===== src/rtl/smc_pkg.sv =====
package smc_pkg;

   typedef enum logic [2:0] {
      SMC_RESET   = 3'd0,
      SMC_STANDBY = 3'd1,
      SMC_WAKE    = 3'd2,
      SMC_CONFIG  = 3'd3,
      SMC_IDLE    = 3'd4,
      SMC_RUN     = 3'd5
   } smc_state_e;

   localparam int SMC_MODE_W = 2;

   localparam logic [SMC_MODE_W-1:0] MODE_STANDBY = 2'd0;
   localparam logic [SMC_MODE_W-1:0] MODE_CONFIG  = 2'd1;
   localparam logic [SMC_MODE_W-1:0] MODE_IDLE    = 2'd2;
   localparam logic [SMC_MODE_W-1:0] MODE_RUN     = 2'd3;

   function automatic int smc_max4(input int a, input int b, input int c, input int d);
      int m;
      m = a;
      if (b > m) m = b;
      if (c > m) m = c;
      if (d > m) m = d;
      return m;
   endfunction

   function automatic int smc_bits(input int v);
      if (v < 2) return 1;
      return $clog2(v + 1);
   endfunction

endpackage


===== src/rtl/smc_trig_sync.sv =====
module smc_trig_sync #(
   parameter int STAGES = 2
) (
   input  logic clk,
   input  logic rst_n,
   input  logic pin,
   input  logic act_low,
   output logic act
);

   logic [STAGES-1:0] chain_q;

   always_ff @(posedge clk or negedge rst_n) begin
      if (!rst_n) chain_q[0] <= 1'b0;
      else        chain_q[0] <= pin;
   end

   for (genvar i = 1; i < STAGES; i++) begin : g_stage
      always_ff @(posedge clk or negedge rst_n) begin
         if (!rst_n) chain_q[i] <= 1'b0;
         else        chain_q[i] <= chain_q[i-1];
      end
   end

   assign act = chain_q[STAGES-1] ^ act_low;

   if (STAGES == 2) begin : g_chk2
      logic [1:0] warm_q;
      always_ff @(posedge clk or negedge rst_n) begin
         if (!rst_n)              warm_q <= 2'd0;
         else if (warm_q != 2'd2) warm_q <= warm_q + 2'd1;
      end
      // the pin value two edges back is the one in use
      assert_sync_delay_R8: assert property (@(posedge clk) disable iff (!rst_n)
         (warm_q == 2'd2) |-> (chain_q[1] == $past(pin, 2)));
   end

endmodule


===== src/rtl/smc_delay_timer.sv =====
module smc_delay_timer #(
   parameter int          CNT_W   = 8,
   parameter logic [CNT_W-1:0] RST_VAL = '0
) (
   input  logic             clk,
   input  logic             rst_n,
   input  logic             load,
   input  logic [CNT_W-1:0] load_val,
   input  logic             dec,
   output logic             zero
);

   logic [CNT_W-1:0] cnt_q;

   always_ff @(posedge clk or negedge rst_n) begin
      if (!rst_n)                     cnt_q <= RST_VAL;
      else if (load)                  cnt_q <= load_val;
      else if (dec && cnt_q != '0)    cnt_q <= cnt_q - 1'b1;
   end

   assign zero = (cnt_q == '0);

endmodule


===== src/rtl/smc_mode_fsm.sv =====
module smc_mode_fsm
   import smc_pkg::*;
#(
   parameter int CNT_W  = 8,
   parameter int P_RST  = 4,
   parameter int P_WAKE = 8,
   parameter int P_CFG  = 4,
   parameter int P_RUN  = 4
) (
   input  logic                  clk,
   input  logic                  rst_n,
   input  logic                  soft_rst,
   input  logic                  mode_wr,
   input  logic [SMC_MODE_W-1:0] mode_val,
   input  logic                  trig_act,
   input  logic                  acq_done,
   input  logic                  tmr_zero,
   output logic                  tmr_load,
   output logic [CNT_W-1:0]      tmr_val,
   output logic                  tmr_dec,
   output smc_state_e            state,
   output logic                  frame_start,
   output logic                  busy
);

   localparam logic [CNT_W-1:0] LD_RST  = CNT_W'(P_RST - 1);
   localparam logic [CNT_W-1:0] LD_WAKE = CNT_W'(P_WAKE - 1);
   localparam logic [CNT_W-1:0] LD_CFG  = CNT_W'(P_CFG - 1);
   localparam logic [CNT_W-1:0] LD_RUN  = CNT_W'(P_RUN - 1);

   smc_state_e            st_q, st_d;
   logic [SMC_MODE_W-1:0] tgt_q, tgt_eff;
   logic                  wr_ok, run_req, up_req;
   logic                  fs_d, fs_q, busy_q;

   assign wr_ok   = mode_wr && (st_q != SMC_RESET);
   assign tgt_eff = wr_ok ? mode_val : tgt_q;
   assign run_req = (tgt_eff == MODE_RUN) || trig_act;
   assign up_req  = (tgt_eff == MODE_IDLE) || (tgt_eff == MODE_RUN);

   always_comb begin
      st_d     = st_q;
      tmr_load = 1'b0;
      tmr_val  = '0;
      tmr_dec  = 1'b0;
      fs_d     = 1'b0;
      if (soft_rst) begin
         st_d     = SMC_RESET;
         tmr_load = 1'b1;
         tmr_val  = LD_RST;
      end else begin
         unique case (st_q)
            SMC_RESET: begin
               if (tmr_zero) st_d = SMC_STANDBY;
               else          tmr_dec = 1'b1;
            end
            SMC_STANDBY: begin
               if (tgt_eff != MODE_STANDBY) begin
                  st_d     = SMC_WAKE;
                  tmr_load = 1'b1;
                  tmr_val  = LD_WAKE;
               end
            end
            SMC_WAKE: begin
               if (tmr_zero) begin
                  st_d     = SMC_CONFIG;
                  tmr_load = 1'b1;
                  tmr_val  = LD_CFG;
               end else begin
                  tmr_dec = 1'b1;
               end
            end
            SMC_CONFIG: begin
               if (tgt_eff == MODE_STANDBY) begin
                  st_d = SMC_STANDBY;
               end else if (up_req) begin
                  if (tmr_zero) begin
                     st_d     = SMC_IDLE;
                     tmr_load = 1'b1;
                     tmr_val  = LD_RUN;
                  end else begin
                     tmr_dec = 1'b1;
                  end
               end else begin
                  tmr_load = 1'b1;
                  tmr_val  = LD_CFG;
               end
            end
            SMC_IDLE: begin
               if (tgt_eff == MODE_STANDBY) begin
                  st_d = SMC_STANDBY;
               end else if (tgt_eff == MODE_CONFIG) begin
                  st_d     = SMC_CONFIG;
                  tmr_load = 1'b1;
                  tmr_val  = LD_CFG;
               end else if (run_req) begin
                  if (tmr_zero) begin
                     st_d = SMC_RUN;
                     fs_d = 1'b1;
                  end else begin
                     tmr_dec = 1'b1;
                  end
               end else begin
                  tmr_load = 1'b1;
                  tmr_val  = LD_RUN;
               end
            end
            SMC_RUN: begin
               if (acq_done) begin
                  if (run_req) begin
                     fs_d = 1'b1;
                  end else begin
                     st_d     = SMC_IDLE;
                     tmr_load = 1'b1;
                     tmr_val  = LD_RUN;
                  end
               end
            end
            default: begin
               st_d     = SMC_RESET;
               tmr_load = 1'b1;
               tmr_val  = LD_RST;
            end
         endcase
      end
   end

   always_ff @(posedge clk or negedge rst_n) begin
      if (!rst_n) begin
         st_q   <= SMC_RESET;
         tgt_q  <= MODE_STANDBY;
         fs_q   <= 1'b0;
         busy_q <= 1'b1;
      end else begin
         st_q   <= st_d;
         fs_q   <= fs_d;
         busy_q <= (st_d == SMC_RESET) || (st_d == SMC_WAKE) || (st_d == SMC_RUN);
         if (soft_rst)   tgt_q <= MODE_STANDBY;
         else if (wr_ok) tgt_q <= mode_val;
      end
   end

   assign state       = st_q;
   assign frame_start = fs_q;
   assign busy        = busy_q;

   // soft reset wins at the sampling edge
   assert_soft_reset_R3: assert property (@(posedge clk) disable iff (!rst_n)
      soft_rst |=> (st_q == SMC_RESET));

   // RESET can only be left toward STANDBY
   assert_reset_exit_R2: assert property (@(posedge clk) disable iff (!rst_n)
      (st_q == SMC_RESET && !soft_rst) |=> (st_q == SMC_RESET || st_q == SMC_STANDBY));

   // WAKE can only be left toward CONFIG
   assert_wake_exit_R5: assert property (@(posedge clk) disable iff (!rst_n)
      (st_q == SMC_WAKE && !soft_rst) |=> (st_q == SMC_WAKE || st_q == SMC_CONFIG));

   // a frame pulse only appears in RUN
   assert_frame_in_run_R7: assert property (@(posedge clk) disable iff (!rst_n)
      frame_start |-> (st_q == SMC_RUN));

   // without an end of acquisition RUN holds and no new frame starts
   assert_run_hold_R9: assert property (@(posedge clk) disable iff (!rst_n)
      (st_q == SMC_RUN && !acq_done && !soft_rst) |=> (st_q == SMC_RUN && !frame_start));

endmodule


===== src/rtl/sensor_mode_ctrl.sv =====
module sensor_mode_ctrl
   import smc_pkg::*;
#(
   parameter int P_RST       = 100,
   parameter int P_WAKE      = 2500000,
   parameter int P_CFG       = 1750,
   parameter int P_RUN       = 2500,
   parameter int SYNC_STAGES = 2
) (
   input  logic       clk,
   input  logic       rst_n,
   input  logic       soft_rst,
   input  logic       mode_wr,
   input  logic [1:0] mode_val,
   input  logic       trig_pin,
   input  logic       trig_act_low,
   input  logic       acq_done,
   output logic [2:0] state_o,
   output logic       frame_start,
   output logic       busy
);

   localparam int MAX_DLY = smc_max4(P_RST, P_WAKE, P_CFG, P_RUN);
   localparam int CNT_W   = smc_bits(MAX_DLY - 1);
   localparam logic [CNT_W-1:0] CNT_RST = CNT_W'(P_RST - 1);

   initial begin
      assert (P_RST >= 1)       else $error("P_RST must be at least 1");
      assert (P_WAKE >= 1)      else $error("P_WAKE must be at least 1");
      assert (P_CFG >= 1)       else $error("P_CFG must be at least 1");
      assert (P_RUN >= 1)       else $error("P_RUN must be at least 1");
      assert (SYNC_STAGES >= 2) else $error("SYNC_STAGES must be at least 2");
   end

   logic             trig_act;
   logic             tmr_zero, tmr_load, tmr_dec;
   logic [CNT_W-1:0] tmr_val;
   smc_state_e       st;

   smc_trig_sync #(.STAGES(SYNC_STAGES)) u_sync (
      .clk     (clk),
      .rst_n   (rst_n),
      .pin     (trig_pin),
      .act_low (trig_act_low),
      .act     (trig_act)
   );

   smc_delay_timer #(.CNT_W(CNT_W), .RST_VAL(CNT_RST)) u_timer (
      .clk      (clk),
      .rst_n    (rst_n),
      .load     (tmr_load),
      .load_val (tmr_val),
      .dec      (tmr_dec),
      .zero     (tmr_zero)
   );

   smc_mode_fsm #(
      .CNT_W  (CNT_W),
      .P_RST  (P_RST),
      .P_WAKE (P_WAKE),
      .P_CFG  (P_CFG),
      .P_RUN  (P_RUN)
   ) u_fsm (
      .clk         (clk),
      .rst_n       (rst_n),
      .soft_rst    (soft_rst),
      .mode_wr     (mode_wr),
      .mode_val    (mode_val),
      .trig_act    (trig_act),
      .acq_done    (acq_done),
      .tmr_zero    (tmr_zero),
      .tmr_load    (tmr_load),
      .tmr_val     (tmr_val),
      .tmr_dec     (tmr_dec),
      .state       (st),
      .frame_start (frame_start),
      .busy        (busy)
   );

   assign state_o = st;

endmodule


===== config.mk =====
export PLATFORM = sky130hd
export DESIGN_NAME = sensor_mode_ctrl
export DESIGN_NICKNAME = d
export VERILOG_FILES = /design/src/rtl/smc_pkg.sv /design/src/rtl/smc_trig_sync.sv /design/src/rtl/smc_delay_timer.sv /design/src/rtl/smc_mode_fsm.sv /design/src/rtl/sensor_mode_ctrl.sv
export SDC_FILE = /design/constraint.sdc
export NUM_CORES = 1
export LEC_CHECK = 0
export BUFFER_PORTS_ARGS = -buffer_cell sky130_fd_sc_hd__buf_2
export CAP_MARGIN = 20
export CORE_ASPECT_RATIO = 1.4
export CORE_MARGIN = 4
export CORE_UTILIZATION = 55
export DETAILED_ROUTE_END_ITERATION = 8
export GPL_TIMING_DRIVEN = 0
export HOLD_SLACK_MARGIN = 0.02
export PLACE_DENSITY = 0.76
export SLEW_MARGIN = 20
export SYNTH_ARGS = -nofsm -noshare
export SYNTH_HDL_FRONTEND = slang
export SYNTH_SLANG_ARGS = --single-unit

===== constraint.sdc =====
create_clock -name clk -period 2.65 [get_ports clk]
set_input_delay 0.3975 -clock clk [delete_from_list [all_inputs] [get_ports clk]]
set_output_delay 0.3975 -clock clk [all_outputs]
set_load 0.02 [all_outputs]

==> metrics <==
Syn Std Cell Area 2197 sq um; DP HPWL 4.121 mm; Leakage 1.269 nW; die area 5084 sq um; failing checks setup timing; pin count of the biggest net entering global routing 32; status complete, but fails checks; worst setup margin -0.03686 ns; Avg Inst Size Synth 8.788 sq um; CTS Buf Count 5; CP Capture Type register; Post-DRT Antenna Nets 0; Max clock buf depth 2; cell-internal power just over 0.0007 W; FP Rows 26; Final Hold Vio Count 0; Sw Pwr around 0.00024 W; Synth Instances 250; share of cells above drive strength 1 0.3456; H-Tree Depth 2; die height just over 80 microns; Ys Warns 0; Comb power frac 0.106; startpoint types register; fin crit period around 2.7 ns; final period utilization 1.014; DIE WIDTH 61.42 microns; Setup TNS -0.07144 ns; Critical R2R Capture u_timer.cnt_q[4]$_DFFE_PN0P_; # DRC 0; clk sinks 31; share of the synthesized area in the top cell type 0.2961; Inserted Diodes 0; Post-synth ARST share 1.000; CTS tree yes; number of DRC markers in iteration 0 183; via count 2,277; r2r worst-path depth 7; top cells by area, synth dfrtp_1 (30%), dfstp_2 (6.0%), nand2_1 (3.9%), nor2_1 (3.8%), o21ai_0 (3.4%); clock network power share 0.372; Clk pin slew, worst setup/hold paths 0.06 ns; Synth area leader dfrtp_1; Arr. time, crit path 2.85 ns; initial antenna violation count 0; total track usage 0.2594; syn_nets 260; maxcap violations 0; first-pass GRT wire length about 10 mm; pwr dens about 340 nW/um^2; Post-synth EDFFs 0; sequential-to-total area share from yosys stat 0.3559; DRT Wirelength about 6.4 mm; DP Area 2310 sq um; FF-to-FF setup slack -0.04 ns; CP required 2.81 ns; pre-CTS setup slack -0.3006 ns; GP Congestion 0.8810; most frequent cell after synthesis dfrtp_1; worst vdd ir 0.0003505 V; Slew @ Worst Pin 0.6889 ns; fmax 372.2 MHz; Worst-Skew Late Latency 0.28 ns; I/O pins 14; Synth Register Bits 31; hold crit path type input pin to async pin; CP Class register to register; P&R area growth vs syn 26.82%; fin area 2786 sq um; fin util 0.7448; worst-path maximum fanout 3; Net Sw Frac 0.2523; synth unique cells 62; Initial Utilization 0.5873; final setup fails 3; Max transition margin 0.5407; core area between 3000 and 4000 sq um; Clock Skews around 0.0067 ns; routed vias/inst around 6.7; Net count, final 307; Commonest cells post-synth dfrtp_1 (26), nand2_1 (23), nor2_1 (22); I/O Buffers 12; vias in the first global route 2,122; ys flop type dfrtp_1; grt ovf 0; DR WL/cell ~19 microns; CTS root buffer clkbuf_8; Reg power frac 0.522; unrepaired setup endpoints after global routing yes; Pins Over Slew Limit 0; First-pass DRT Iterations 5; reg2reg start u_timer.cnt_q[9]$_DFFE_PN0P_
## worst max path at each step
stage,startpoint,endpoint,slack [ns],cells past startpoint
2_1_floorplan,u_fsm.state[0]$_DFF_PN0_,u_timer.cnt_q[14]$_DFFE_PN0P_,0.04,8
3_3_place_gp,u_timer.cnt_q[1]$_DFFE_PN1P_,u_timer.cnt_q[8]$_DFFE_PN0P_,-0.29,9
3_5_place_dp,u_timer.cnt_q[1]$_DFFE_PN1P_,u_timer.cnt_q[13]$_DFFE_PN0P_,-0.30,10
4_1_cts,u_timer.cnt_q[13]$_DFFE_PN0P_,u_timer.cnt_q[4]$_DFFE_PN0P_,-0.06,8
5_1_grt,u_timer.cnt_q[13]$_DFFE_PN0P_,u_timer.cnt_q[10]$_DFFE_PN0P_,-0.08,7
6_report,u_timer.cnt_q[9]$_DFFE_PN0P_,u_timer.cnt_q[4]$_DFFE_PN0P_,-0.04,7
## stage by stage
| stage | hold slack (ns) | std cells | power (W) |
|---|---|---|---|
| 2_1_floorplan | 0.1019 | 250 | 0.0005547 |
| 3_3_place_gp | 0.3322 | 304 | 0.0005860 |
| 3_5_place_dp | 0.3356 | 304 | 0.0005884 |
| 4_1_cts | 0.1690 | 326 | 0.0009506 |
| 5_1_grt | 0.2082 | 340 | 0.0009915 |
| 6_report | 0.1538 | 340 | 0.0009505 |
## placed cells by master, fill, tap and decap left out, types with 6 or more instances in the layout
master    instances
buf_4            29
dfrtp_1          25
buf_2            14
a31oi_1           7
o21ai_0          15
nor2_1           20
nor3_1            7
nand2b_1          6
nand2_1          22
or4_4             6
inv_1             9
a21oi_1           9
clkbuf_1          7
## repair_timing
| item | 4_1_cts | 5_1_grt |
|---|---|---|
| pin swaps | 6 | 15 |
| gates resized for setup | 21 | 28 |
| gates cloned | 1 | 1 |
| setup endpoints to repair | 22 | 21 |
| hold buffers | 0 | 0 |
| buffers inserted | 15 | 15 |
## cell type report
| type | instances | area [sq um] |
|---|---|---|
| Buffer | 8 | 50.05 |
| Inverter | 11 | 41.29 |
| Tap cell | 42 | 52.55 |
| Clock buffer | 8 | 80.08 |
| Multi-Input combinational cell | 196 | 1470 |
| Sequential cell | 31 | 783.3 |
| Timing Repair Buffer | 44 | 309.0 |
| Fill cell | 258 | 954.7 |
## power by group through the flow
stage | Clock [W] | Sequential (W) | Combinational [W]
after CTS | 0.000367 | 0.000494 | 0.0000893
after global placement | 0 | 0.000502 | 0.0000839
final | 0.000354 | 0.000496 | 0.000100
after global routing | 0.000382 | 0.000497 | 0.000112
after floorplan | 0 | 0.000501 | 0.0000542
after detailed placement | 0 | 0.000502 | 0.0000859
## state kept, by name, summed over array words and instances, names as in the netlist
signal             flops
u_fsm.state            3
u_fsm.frame_start      1
u_fsm.busy             1
u_fsm.tgt_q            2
u_timer.cnt_q         22
u_sync.chain_q         2
## critical path, stage by stage (launching register included)
cell	delay, ns
dfrtp_1	0.40
or4_4	0.57
or4_4	0.60
or4_4	0.47
nand3_4	0.09
o31a_4	0.15
o31ai_2	0.06
a22o_1	0.23
## logic make-up (layout without fill, tap and decap cells)
group	count (synthesis)	in the layout	synth area share
xor gates and xnor gates	3	3	0.01196
DFF	31	31	0.3559
muxes	7	7	0.03360
adders and majority gates	1	1	0.005694
AOI/OAI and AO/OA	80	80	0.2802
buffers and inverters	23	71	0.04783
and+or+nand+nor	105	105	0.2648
## per-layer routing
metal	up-vias	track usage	wire, microns
li1	1045	-	-
met1	1090	0.3025	2416
met2	108	0.4280	3231
met3	34	0.03560	347
met4	0	0.1805	355
met5	-	0	0
Power figures use the tool's default switching activity.
